### config.mk
export PLATFORM = sky130hd
export DESIGN_NAME = lin_diag_decoder
export DESIGN_NICKNAME = d
export VERILOG_FILES = /design/src/rtl/lin_diag_pkg.sv /design/src/rtl/lin_diag_classify.sv /design/src/rtl/lin_diag_window.sv /design/src/rtl/lin_diag_resp.sv /design/src/rtl/lin_diag_decoder.sv
export SDC_FILE = /design/constraint.sdc
export NUM_CORES = 1
export LEC_CHECK = 0
export CORE_MARGIN = 2
export CORE_UTILIZATION = 42
export CTS_BUF_LIST = sky130_fd_sc_hd__clkbuf_8
export CTS_CLUSTER_DIAMETER = 200
export DETAILED_ROUTE_END_ITERATION = 16
export MAX_ROUTING_LAYER = met4
export PLACE_DENSITY = 0.83
export SETUP_SLACK_MARGIN = 0.02
export SLEW_MARGIN = 20
export SYNTH_ARGS = -nofsm -noshare
export SYNTH_HDL_FRONTEND = slang
export SYNTH_SLANG_ARGS = --single-unit
### constraint.sdc
create_clock -name clk -period 2.97 [get_ports clk]
set_input_delay 0.297 -clock clk [delete_from_list [all_inputs] [get_ports clk]]
set_output_delay 0.297 -clock clk [all_outputs]
set_load 0.02 [all_outputs]
### src/rtl/lin_diag_pkg.sv
package lin_diag_pkg;
  localparam logic [7:0] BCAST_NAD   = 8'h7F;
  localparam logic [7:0] SUPP_LO     = 8'h3A;
  localparam logic [7:0] SUPP_HI     = 8'h00;
  localparam logic [7:0] PCI_XFER    = 8'h05;
  localparam logic [7:0] SID_XFER    = 8'h36;

  typedef enum logic [2:0] {
    ACT_NONE, ACT_ASSIGN, ACT_READID, ACT_ERASE,
    ACT_DLOAD, ACT_XFER, ACT_CHECK, ACT_RESET
  } act_e;
endpackage

### src/rtl/lin_diag_classify.sv
module lin_diag_classify
  import lin_diag_pkg::*;
#(
  parameter logic [15:0] FUNC_ID = 16'h0032
) (
  input  logic [63:0] frame_i,
  input  logic        ok_i,
  input  logic [7:0]  nad_i,
  output act_e        act_o,
  output logic        kill_o
);
  logic [7:0] b [8];
  logic       own;

  always_comb begin
    for (int i = 0; i < 8; i++) b[i] = frame_i[8*i +: 8];
  end

  assign own    = (b[0] == nad_i);
  // an addressed frame that is not shaped as a good transfer ends the window
  assign kill_o = own && (!ok_i || b[1] != PCI_XFER || b[2] != SID_XFER);

  always_comb begin
    act_o = ACT_NONE;
    if (ok_i) begin
      if ((own || b[0] == BCAST_NAD) && b[1] == 8'h06 && b[2] == 8'hB0 &&
          b[3] == SUPP_LO && b[4] == SUPP_HI && {b[6], b[5]} == FUNC_ID)
        act_o = ACT_ASSIGN;
      else if (own) begin
        unique case ({b[1], b[2]})
          {8'h06, 8'hB2}:
            if (b[3] == 8'h00 && b[4] == SUPP_LO && b[5] == SUPP_HI) act_o = ACT_READID;
          {8'h06, 8'h31}:
            if (b[3] == 8'hFF && b[4] == 8'h00 && b[7] != 8'h00) act_o = ACT_ERASE;
            else if (b[3] == 8'hFF && b[4] == 8'h01) act_o = ACT_CHECK;
          {8'h04, 8'h34}:
            if (b[5] != 8'h00) act_o = ACT_DLOAD;
          {PCI_XFER, SID_XFER}:
            act_o = ACT_XFER;
          {8'h02, 8'h11}:
            if (b[3] == 8'h01) act_o = ACT_RESET;
          default: act_o = ACT_NONE;
        endcase
      end
    end
  end
endmodule

### src/rtl/lin_diag_window.sv
module lin_diag_window #(
  parameter int WORDS_PER_PAGE = 128
) (
  input  logic       clk,
  input  logic       rst_n,
  input  logic       open_i,
  input  logic [7:0] pages_i,
  input  logic       kill_i,
  input  logic       word_i,
  output logic       open_o
);
  localparam int RW = 8 + $clog2(WORDS_PER_PAGE + 1);
  logic [RW-1:0] rem_q;

  always_ff @(posedge clk or negedge rst_n) begin
    if (!rst_n) begin
      open_o <= 1'b0;
      rem_q  <= '0;
    end else if (open_i) begin
      open_o <= 1'b1;
      rem_q  <= RW'(pages_i) * RW'(WORDS_PER_PAGE);
    end else if (kill_i) begin
      open_o <= 1'b0;
    end else if (word_i && open_o) begin
      rem_q <= rem_q - RW'(1);
      if (rem_q == RW'(1)) open_o <= 1'b0;
    end
  end

  AST_WIN_NONEMPTY: assert property (@(posedge clk) disable iff (!rst_n)
    open_o |-> rem_q != '0);
  AST_WIN_STAYS_SHUT: assert property (@(posedge clk) disable iff (!rst_n)
    !open_o && !open_i |=> !open_o);
endmodule

### src/rtl/lin_diag_resp.sv
module lin_diag_resp (
  input  logic        clk,
  input  logic        rst_n,
  input  logic        load_i,
  input  logic [63:0] bytes_i,
  input  logic        drop_i,
  input  logic        rsp_ready,
  output logic        rsp_valid,
  output logic [63:0] rsp_bytes
);
  always_ff @(posedge clk or negedge rst_n) begin
    if (!rst_n) begin
      rsp_valid <= 1'b0;
      rsp_bytes <= '0;
    end else if (load_i) begin
      rsp_valid <= 1'b1;
      rsp_bytes <= bytes_i;
    end else if (drop_i || rsp_ready) begin
      rsp_valid <= 1'b0;
    end
  end

  AST_RSP_HOLD: assert property (@(posedge clk) disable iff (!rst_n)
    rsp_valid && !rsp_ready && !drop_i && !load_i |=> rsp_valid && $stable(rsp_bytes));
endmodule

### src/rtl/lin_diag_decoder.sv
module lin_diag_decoder
  import lin_diag_pkg::*;
#(
  parameter logic [7:0]  INIT_NAD       = 8'h10,
  parameter logic [15:0] FUNC_ID        = 16'h0032,
  parameter int          WORDS_PER_PAGE = 128
) (
  input  logic        clk,
  input  logic        rst_n,
  input  logic        req_valid,
  output logic        req_ready,
  input  logic [63:0] req_bytes,
  input  logic        req_cksum_ok,
  output logic        rsp_valid,
  input  logic        rsp_ready,
  output logic [63:0] rsp_bytes,
  output logic [7:0]  node_nad,
  output logic        win_open,
  output logic        erase_valid,
  output logic [15:0] erase_page,
  output logic [7:0]  erase_count,
  output logic        wr_valid,
  output logic [31:0] wr_word,
  output logic        chk_req,
  output logic [15:0] chk_page,
  output logic [7:0]  chk_count,
  input  logic        chk_done,
  input  logic [31:0] chk_sum,
  output logic        reset_req
);
  act_e        act;
  logic        kill, take, chk_busy, wr_fire, rsp_load;
  logic [63:0] rsp_next;

  assign req_ready = !chk_busy;
  assign take      = req_valid && req_ready;
  assign wr_fire   = take && act == ACT_XFER && win_open;

  lin_diag_classify #(.FUNC_ID(FUNC_ID)) cls_i (
    .frame_i(req_bytes), .ok_i(req_cksum_ok), .nad_i(node_nad),
    .act_o(act), .kill_o(kill)
  );

  lin_diag_window #(.WORDS_PER_PAGE(WORDS_PER_PAGE)) win_i (
    .clk(clk), .rst_n(rst_n),
    .open_i(take && act == ACT_DLOAD), .pages_i(req_bytes[47:40]),
    .kill_i(take && kill), .word_i(wr_fire), .open_o(win_open)
  );

  always_comb begin
    rsp_load = 1'b0;
    rsp_next = '0;
    if (chk_busy && chk_done) begin
      rsp_load = 1'b1;
      rsp_next = {8'hFF, chk_sum[31:24], chk_sum[23:16], chk_sum[15:8], chk_sum[7:0],
                  8'h71, 8'h05, node_nad};
    end else if (take && act == ACT_READID) begin
      rsp_load = 1'b1;
      rsp_next = {8'h00, FUNC_ID[15:8], FUNC_ID[7:0], SUPP_HI, SUPP_LO,
                  8'hF2, 8'h06, node_nad};
    end
  end

  lin_diag_resp rsp_i (
    .clk(clk), .rst_n(rst_n), .load_i(rsp_load), .bytes_i(rsp_next),
    .drop_i(take), .rsp_ready(rsp_ready), .rsp_valid(rsp_valid), .rsp_bytes(rsp_bytes)
  );

  always_ff @(posedge clk or negedge rst_n) begin
    if (!rst_n) begin
      node_nad    <= INIT_NAD;
      erase_valid <= 1'b0;
      erase_page  <= '0;
      erase_count <= '0;
      wr_valid    <= 1'b0;
      wr_word     <= '0;
      chk_req     <= 1'b0;
      chk_page    <= '0;
      chk_count   <= '0;
      chk_busy    <= 1'b0;
      reset_req   <= 1'b0;
    end else begin
      erase_valid <= take && act == ACT_ERASE;
      wr_valid    <= wr_fire;
      chk_req     <= take && act == ACT_CHECK;
      reset_req   <= take && act == ACT_RESET;
      if (take && act == ACT_ASSIGN) node_nad <= req_bytes[63:56];
      if (take && act == ACT_ERASE) begin
        erase_page  <= req_bytes[55:40];
        erase_count <= req_bytes[63:56];
      end
      if (wr_fire) wr_word <= req_bytes[55:24];
      if (take && act == ACT_CHECK) begin
        chk_page  <= req_bytes[55:40];
        chk_count <= req_bytes[63:56];
        chk_busy  <= 1'b1;
      end else if (chk_done) begin
        chk_busy <= 1'b0;
      end
    end
  end

  AST_ONE_ACTION: assert property (@(posedge clk) disable iff (!rst_n)
    $onehot0({erase_valid, wr_valid, chk_req, reset_req}));
  AST_WR_IN_WINDOW: assert property (@(posedge clk) disable iff (!rst_n)
    wr_valid |-> $past(win_open));
  AST_CHK_STALLS: assert property (@(posedge clk) disable iff (!rst_n)
    chk_req |-> !req_ready);
  AST_BAD_NO_NAD: assert property (@(posedge clk) disable iff (!rst_n)
    req_valid && req_ready && !req_cksum_ok |=> $stable(node_nad));
endmodule

* Word level (Yosys, flattened, before mapping)
Index checks and enable logic that the tools add are counted.
** Cells by class
- Muxes and demuxes :: 24
- $add $sub $neg :: 1
- Reduce and logical (&&, ||, !) cells :: 41
- Equal/unequal tests :: 26
** Operator list (count)
- $eq A16 B11 Y1 const B :: 4
- $mux W64 :: 1
- $mux W16 :: 3
- $mux W46 :: 1
- $logic_not A8 Y1 :: 3
- $logic_and A1 B1 Y1 :: 23
- $mux W3 :: 7
- $eq A16 B1 Y1 const B :: 1
- $eq A16 B10 Y1 const B :: 1
- $eq A16 B6 Y1 const B :: 1
- $eq A8 B1 Y1 const B :: 2
- $eq A8 B6 Y1 const B :: 2
- $eq A8 B8 Y1 const B :: 2
- $reduce_bool A8 Y1 :: 2
- $sub A16 B1 Y16 const B :: 1
- $pmux W3 S5 :: 1
- $eq A3 B3 Y1 const B :: 4
- $mux W1 :: 10
- $eq A8 B3 Y1 const B :: 1
- $eq A8 B7 Y1 const B :: 1
- $eq A8 B8 Y1 :: 1
- $ne A8 B3 Y1 const B :: 1
- $ne A8 B6 Y1 const B :: 1
- $eq A3 B2 Y1 const B :: 2
- 8 further kinds :: 16
** Word-level totals
- Flip-flop bits (word level) :: 175
- Input port bits :: 102

* Longest topological paths before layout
Gate-level depths: netlist (run 1).
- Depth in word-level cells :: 16
- Mapped depth :: 10
- Mapped depth without buffers :: 7

* Cells and area by module
Synthesis (run 1) repeated with hierarchy kept, for this count alone.
** Unflattened totals
- Cells, all modules :: 562
- Area total of the unflattened synthesis :: 7898.8 um^2
** By module, submodules not included
- lin_diag_decoder :: seq. area each 2328.5 um^2, times used 1, area each 3822.4 um^2, cells an instance 256
- lin_diag_resp :: seq. area each 1626.6 um^2, times used 1, area each 2615.0 um^2, cells an instance 138
- lin_diag_window :: seq. area each 425.4 um^2, times used 1, area each 957.2 um^2, cells an instance 100
- lin_diag_classify :: seq. area each 0.0 um^2, times used 1, area each 504.2 um^2, cells an instance 68

* Worst setup path before layout (run 1)
Ideal clock, no wire load.
- Path type :: in2reg
- Start :: in req_bytes[18]
- End :: reg erase_count[0]
- Setup slack :: -0.044 ns
- Required time :: 2.845 ns
- Arrival :: 2.889 ns
- Buffers on the path :: 1
- Cell stages on the path :: 8
- Cells stage by stage :: or3b_4 -> or4_4 -> nor4b_4 -> a221oi_1 -> or4_4 -> nor3b_4 -> buf_6 -> mux2_2
** Between the ends
- Word-level cells in the longest chain between the ends :: 9
- Elaborated cells on any way between the ends :: 16
- Classes of those cells :: eq/ne: 7; mux: 4; reduce/logical: 5
** Ends and longest elaborated chain
- start: declaration :: line lin_diag_decoder.sv:12 : input logic [63:0] req_bytes,
- branches (longest 5 deep; another with $eq A16 B10 Y1)
- $mux W3 (*) :: line lin_diag_classify.sv:26 : if ((own || b[0] == BCAST_NAD) && b[1] == 8'h06 && b[2] == 8'hB0 &&
- $mux W3 (*) :: line lin_diag_classify.sv:25 : if (ok_i) begin
- $eq A3 B2 Y1 (*) :: line lin_diag_decoder.sv:88 : if (take && act == ACT_ERASE) begin
- $logic_and A1 B1 Y1 (*) :: line lin_diag_decoder.sv:88
- end signal: assignment :: line lin_diag_decoder.sv:90 : erase_count <= req_bytes[63:56];
- end: declaration :: line lin_diag_decoder.sv:21 : output logic [7:0] erase_count,
Mark *: on every way between the ends.
A chain may end at the register's enable or synchronous reset.

* Worst setup path in the final report (run 1)
- Start :: in req_bytes[44]
- End :: reg erase_page[14]
** Between the ends
- Word-level cells in the longest chain between the ends :: 9
- Elaborated cells on any way between the ends :: 13
- Classes of those cells :: eq/ne: 2; mux: 6; reduce/logical: 5
** Ends and longest elaborated chain
- $logic_not A8 Y1 :: line lin_diag_classify.sv:32 : if (b[3] == 8'h00 && b[4] == SUPP_LO && b[5] == SUPP_HI) act_o = ACT_READID;
- $logic_and A1 B1 Y1 :: line lin_diag_classify.sv:32
- $mux W2 :: line lin_diag_classify.sv:32
- $pmux W3 S5 :: line lin_diag_classify.sv:30 : unique case ({b[1], b[2]})
- $mux W3 :: line lin_diag_classify.sv:29 : else if (own) begin
- $mux W3 (*) :: line lin_diag_classify.sv:26
- $mux W3 (*) :: line lin_diag_classify.sv:25
- $eq A3 B2 Y1 (*) :: line lin_diag_decoder.sv:88
- $logic_and A1 B1 Y1 (*) :: line lin_diag_decoder.sv:88
- end signal: assignment :: line lin_diag_decoder.sv:89 : erase_page <= req_bytes[55:40];
- end: declaration :: line lin_diag_decoder.sv:20 : output logic [15:0] erase_page,
Every way passes the cells marked *; elsewhere a longest branch is shown, timed or not.

==> out/results.txt, run 1 <==
Overflow after GRT - 0
Clock latency at the later pin of the worst-skew pair - 0.45 ns
Seq/Total Area, Yosys - 53.0%
Sequential standard cell area - 3850 sq um
DR DRC count - 0
Critical Path AT - 3.41 ns
Post-synthesis simple-gate area fraction - 15.7%
Clk buf depth - 2
Total CTS buffers - 17
Fmax - 0.326 GHz
Worst clock skew - 0.0150 ns
Dominant cell type by area after synthesis - dfrtp_1
Post-synth EDFFs - 0
Slew @ Worst Pin - 0.800 ns
Initial Utilization - 42.5%
Relative slew slack - 46.7%
Hold EP - wr_word[14]
Synth Area in XOR/XNOR - 1.08%
Warnings from Yosys - 0
CP Class - in -> reg
Async S/R FF share, synth - 100%
Worst Hold Class - in -> reg
Worst-path maximum fanout - 6
Required @ worst endpoint - 3.31 ns
Row count - 48
Post-synthesis adder-cell area fraction - 0.344%
Multi-input logic area - 3410 sq um
Final Power - 4.33 mW
Yosys cell types - 75
GRT Total Usage - 26.4%
R2R Path Start - node_nad[6]
Drt total wl - 25,900 um
Vias per std cell - 5.45
TritonCTS clock tree - yes
Clock Tree Root - clkbuf_8
Post-synthesis instance total - 596
MaxCap Viol Count - 0
H-Tree Depth - 4
Peak VDD IR - 0.331 mV
Worst setup EP type - register
Mapped cell area - 7270 sq um
Failing checks - negative setup slack
Fraction of layout instances using a drive strength above 1 - 30.6%
Ys flop type - dfrtp_1
Critical path's largest stage delay - 0.61 ns
Hold Crit Start - req_bytes[38]
Number of DRC markers in iteration 0 - 360
Post-detail-place hpwl - 16,800 um
Largest family of logic cells by synthesized area - multiplexers
Power per cell area - 365 nW/um^2
Final hold vios - 0
Pre-Repair DR Iteration Count - 7
Fill count - 1,203
Cell leakage power - 5.61 nW
Area Growth Syn to Fin - 63.3%
Chip width - 136 um
Cells on Worst Hold Path - 2
Post-route setup slack - -0.0993 ns
Register bit total from synthesis - 154
WL/cell - 21.4 um
Pre-CTS setup slack - -0.546 ns
Mapped Avg Cell Area - 12.2 sq um
Clock sinks - 154
Post-synthesis mux area share - 16.4%
Routed Antenna Nets - 0
Clk slew on worst S/H paths - 0.09 ns
Setup slack, reg-to-reg - 0.09 ns
Vias in the first global route - 6,733
Largest net degree at the start of global routing - 88
Vias - 6,593
Setup violators final - 36
Status - finished, violations left
CP max-delay cell - clkdlybuf4s50_1
Initial antenna violation count - 1
Slew Limit Fails - 0
Top cells by area, synth - dfrtp_1, mux2_2, mux2_1
Critical-path cell list - clkdlybuf4s50_1 -> buf_4 -> nand2_1 -> nor3_1 -> nand4_4 -> buf_4 -> nor2b_1 -> o2bb2ai_2 -> nor3b_4 -> buf_12 -> buf_12 -> buf_16 -> mux2_2
Core area - 17,100 sq um
Synth Area in Compound Gates - 8.64%
Die area - 18,400 sq um
Period utilisation layout - 103%
Buf+Inv Stages, Crit Path - 6
CP Launch Type - primary input
Commonest non-fill, non-tap cell in the layout - clkdlybuf4s50_1
Post-synth top area share - 52.7%
Buffers on Ports - 253
Post-route cell area - 11,900 sq um
Io pins - 261
Final core occ - 69.3%
DIE HEIGHT - 136 um
Crit path max-delay family - buffers and inverters
First-pass GRT wire length - 36,100 um
Gpl congestion - 0.948
Post-layout nets - 1,074
Reg2reg end - win_i.rem_q[10]
Fin crit period - 3.07 ns
Placed Instance Area - 10,800 sq um
Most frequent cells in the layout - clkdlybuf4s50_1, dfrtp_1, buf_4, mux2_2, nand2_1
R2R depth - 10
==> worst max path at each step <==
stage | from | endpoint | depth (start not counted)
detailed placement | req_bytes[21] | erase_count[4] | 9
global placement | req_bytes[21] | erase_count[6] | 9
finish | req_bytes[44] | erase_page[14] | 13
CTS | req_bytes[35] | rsp_i.rsp_bytes[6] | 11
global route | req_bytes[44] | rsp_i.rsp_bytes[4] | 13
floorplan | req_bytes[18] | erase_count[0] | 8
==> synth_stat cells (4+ instances only) <==
master / number
nand2b_1: 7
or4_1: 6
dfrtp_1: 153
clkbuf_1: 12
a21o_1: 4
nand3_1: 24
and2_1: 5
o21ai_0: 10
nand4_1: 8
buf_2: 7
or3_1: 4
nor4_1: 14
nor2_1: 18
mux2_2: 68
nand2_1: 41
nor3b_1: 4
xor2_1: 9
inv_1: 8
a22o_1: 25
buf_6: 7
a21oi_1: 11
buf_4: 21
mux2i_1: 10
mux2_1: 25
nor3_1: 17
a2bb2oi_1: 6
==> stage by stage <==
stage	setup TNS, ns	std cells	hold WS, ns
2_1_floorplan	-0.0694	602	0.00141
6_report	-1.74	1209	0.209
3_3_place_gp	-60.78	1149	0.418
3_5_place_dp	-62.75	1149	0.414
4_1_cts	0	1191	0.236
5_1_grt	-4.95	1209	0.206
==> registers in the layout, indices dropped and copies added, names as in the netlist <==
| register | cells |
|---|---|
| rsp_i.rsp_bytes | 43 |
| wr_word | 32 |
| chk_page | 16 |
| erase_page | 16 |
| win_i.rem_q | 16 |
| chk_count | 8 |
| erase_count | 8 |
| node_nad | 8 |
| chk_busy | 1 |
| chk_req | 1 |
| erase_valid | 1 |
| reset_req | 1 |
| rsp_i.rsp_valid | 1 |
| win_i.open_o | 1 |
| wr_valid | 1 |
==> layout make-up <==
type,instances,share of cell area [%]
diodes,1,0.0211
multi-input cells,393,28.7
flip-flops and latches,154,32.5
repair buffers,396,32.9
clock inverters,15,1.35
clock buffers,17,1.97
inverters,8,0.253
well taps,225,2.37
==> layer usage <==
| metal | share of wire [%] | routed length (um) | vias to the layer above | global-route usage [%] |
|---|---|---|---|---|
| li1 | - | - | 2929 | - |
| met1 | 37 | 9600 | 3261 | 30.8 |
| met2 | 51 | 13100 | 320 | 43.6 |
| met3 | 8.3 | 2140 | 83 | 8.19 |
| met4 | 3.8 | 971 | 0 | 8.62 |
| met5 | 0 | 0 | - | - |
==> where the power goes <==
| group | internal [mW] | switching, mW |
|---|---|---|
| logic | 0.309 | 0.275 |
| clock network | 0.694 | 0.885 |
| registers | 2.14 | 0.0283 |
| total | 3.14 | 1.19 |
==> what timing repair did <==
item	in CTS	in global routing
endpoints found under the setup margin	71	123
hold buffers	1	0
endpoints found under the hold margin	83	0
pin swaps	11	25
setup buffers	6	12
gates resized for setup	52	58
cloned	3	5
==> worst reg2reg max path: cells and delay by family (launching register included) <==
| family | cells | cell delay, ns |
|---|---|---|
| xor+xnor | 1 | 0.19 |
| simple gates | 3 | 0.96 |
| buf+inv | 3 | 0.57 |
| compound gates | 3 | 0.64 |
| flops | 1 | 0.43 |
==> cell families after synthesis <==
kind of cell,Yosys count
and+or+nand+nor,186
DFF,154
muxes,106
AOI/OAI and AO/OA,83
buffers and inverters,55
xor gates and xnor gates,9
adders and majority gates,2
other,1
Power figures use the tool's default switching activity.
==> run 2: changes to the inputs <==
- PLACE_DENSITY: 0.83 -> 0.76
==> out/results.txt, run 2 (synthesized netlist as in run 1, its figures left out) <==
Fill count - 1,254
Overflow after GRT - 0
H-Tree Depth - 4
Final hold slack - 0.185 ns
Vias per std cell - 5.33
Routed Antenna Nets - 0
Largest register FFs - 43
Hold Crit Start - req_bytes[25]
Vias in the first global route - 6,570
Post-Place Cells - 1,146
Failing checks - negative setup slack
CP Launch Type - register
R2R Path Start - node_nad[4]
Top Registers - rsp_i.rsp_bytes: 43 flops, wr_word: 32 flops
Post-layout nets - 1,074
Clock latency at the later pin of the worst-skew pair - 0.46 ns
Total CTS buffers - 17
Reg with most FFs - rsp_i.rsp_bytes
Status - finished, violations left
Setup slack, reg-to-reg - -0.01 ns
Pre-CTS setup slack - -0.577 ns
WL/cell - 19.4 um
Final cell count without fillers - 1,208
Power per cell area - 364 nW/um^2
Fin crit period - 2.98 ns
GRT Total Usage - 25.1%
DIE HEIGHT - 136 um
Die area - 18,400 sq um
Clock sinks - 154
CP Class - reg -> reg
Required @ worst endpoint - 3.31 ns
Row count - 48
Cells on Worst Hold Path - 2
Chip width - 136 um
RSZ-0062 raised after global routing - yes
Post-detail-place hpwl - 16,000 um
Clk buf depth - 2
MaxCap Viol Count - 0
Area Growth Syn to Fin - 61.9%
Cell leakage power - 5.55 nW
Final core occ - 68.7%
Relative slew slack - 57.6%
Initial Utilization - 42.5%
First-pass GRT wire length - 34,700 um
TritonCTS clock tree - yes
Slew Limit Fails - 0
Peak VDD IR - 0.302 mV
Worst clock skew - 0.00940 ns
Most frequent cells in the layout - clkdlybuf4s50_1, dfrtp_1, buf_4, mux2_2, nand2_1
Worst Hold Class - in -> reg
Vias - 6,437
Clk slew on worst S/H paths - 0.09 ns
Post-route setup slack - -0.0146 ns
Initial antenna violation count - 2
DR DRC count - 0
Largest net degree at the start of global routing - 71
Worst setup path start - node_nad[4]
Critical Path AT - 3.33 ns
Commonest non-fill, non-tap cell in the layout - clkdlybuf4s50_1
Hold EP - wr_word[1]
Setup violators final - 10
Drt total wl - 23,400 um
Worst setup EP type - register
Io pins - 261
Gpl congestion - 0.927
Final hold vios - 0
Buffers on Ports - 253
Worst-path maximum fanout - 13
Core area - 17,100 sq um
Pre-Repair DR Iteration Count - 7
Reg2reg end - chk_page[13]
Fraction of layout instances using a drive strength above 1 - 30.0%
Fmax - 0.335 GHz
Period utilisation layout - 100%
R2R depth - 11
Slew @ Worst Pin - 0.636 ns
Clock Tree Root - clkbuf_8
Number of DRC markers in iteration 0 - 317
-- run 2: cell count changes in the layout (fill, tap and decap cells not counted), sizes merged --
cell | previous run | this run
clkdlybuf4s50 | 225 | 227
clkinv | 8 | 1
buf | 142 | 137
clkdlybuf4s15 | 3 | 7
clkinvlp | 0 | 6
dlygate4sd2 | 6 | 4
clkbuf | 22 | 24
dlymetal6s2s | 14 | 13
-- run 2: where the power goes --
group	switching [mW]	internal (mW)	leakage (nW)
sequential	0.0289	2.14	2.09
combinational	0.269	0.309	3.29
clock	0.864	0.675	0.171
-- run 2: area by class of cell --
class                      count  area [sq um]  share of cell area [%]
antenna                        1          2.50                  0.0213
clock inverter                14           138                    1.17
inverter                       8          30.0                   0.255
tap                          225           282                    2.39
multi-input combinational    393          3320                    28.2
sequential                   154          3850                    32.8
clock buffer                  17           234                    1.99
timing repair buffer         396          3900                    33.2
-- run 2: metal layers --
layer	GRT usage, %	share of wire (%)	up-vias
li1	-	-	2942
met1	31.2	41	3197
met2	39.8	49	261
met3	7.86	8.0	37
met4	7.00	2.0	0
met5	-	0	-
-- run 2: timing repair --
action | in CTS | in global routing
pin swaps | 14 | 24
setup buffers | 9 | 13
gates cloned | 3 | 7
hold buffers | 1 | 0
gates resized for setup | 42 | 50
setup endpoints to repair | 89 | 95
endpoints found under the hold margin | 67 | 0
-- run 2: worst max path at each step --
stage | end | slack, ns
after global placement | erase_count[7] | -0.51
after global routing | chk_page[7] | -0.07
after CTS | erase_page[2] | 0.02
final | chk_page[13] | -0.01
after detailed placement | erase_count[3] | -0.58
after floorplan | erase_count[0] | -0.003
-- run 2: stage by stage --
step                total power, mW  area, sq um  setup TNS [ns]
finish                         4.28        11800         -0.0880
global route                   4.47        11800           -2.24
CTS                            4.31        11400               0
detailed placement             2.78        10700          -66.53
global placement               2.77        10700          -61.33
floorplan                      2.39         7320         -0.0694
-- run 2: critical path: stages, from the launching register on --
cell,delay [ns]
dfstp_2,0.56
xor2_1,0.08
nor4_1,0.30
buf_4,0.17
nand3_1,0.14
o21bai_4,0.27
buf_4,0.16
nand2b_1,0.16
nor4bb_4,0.32
buf_6,0.18
buf_12,0.16
mux2_2,0.35
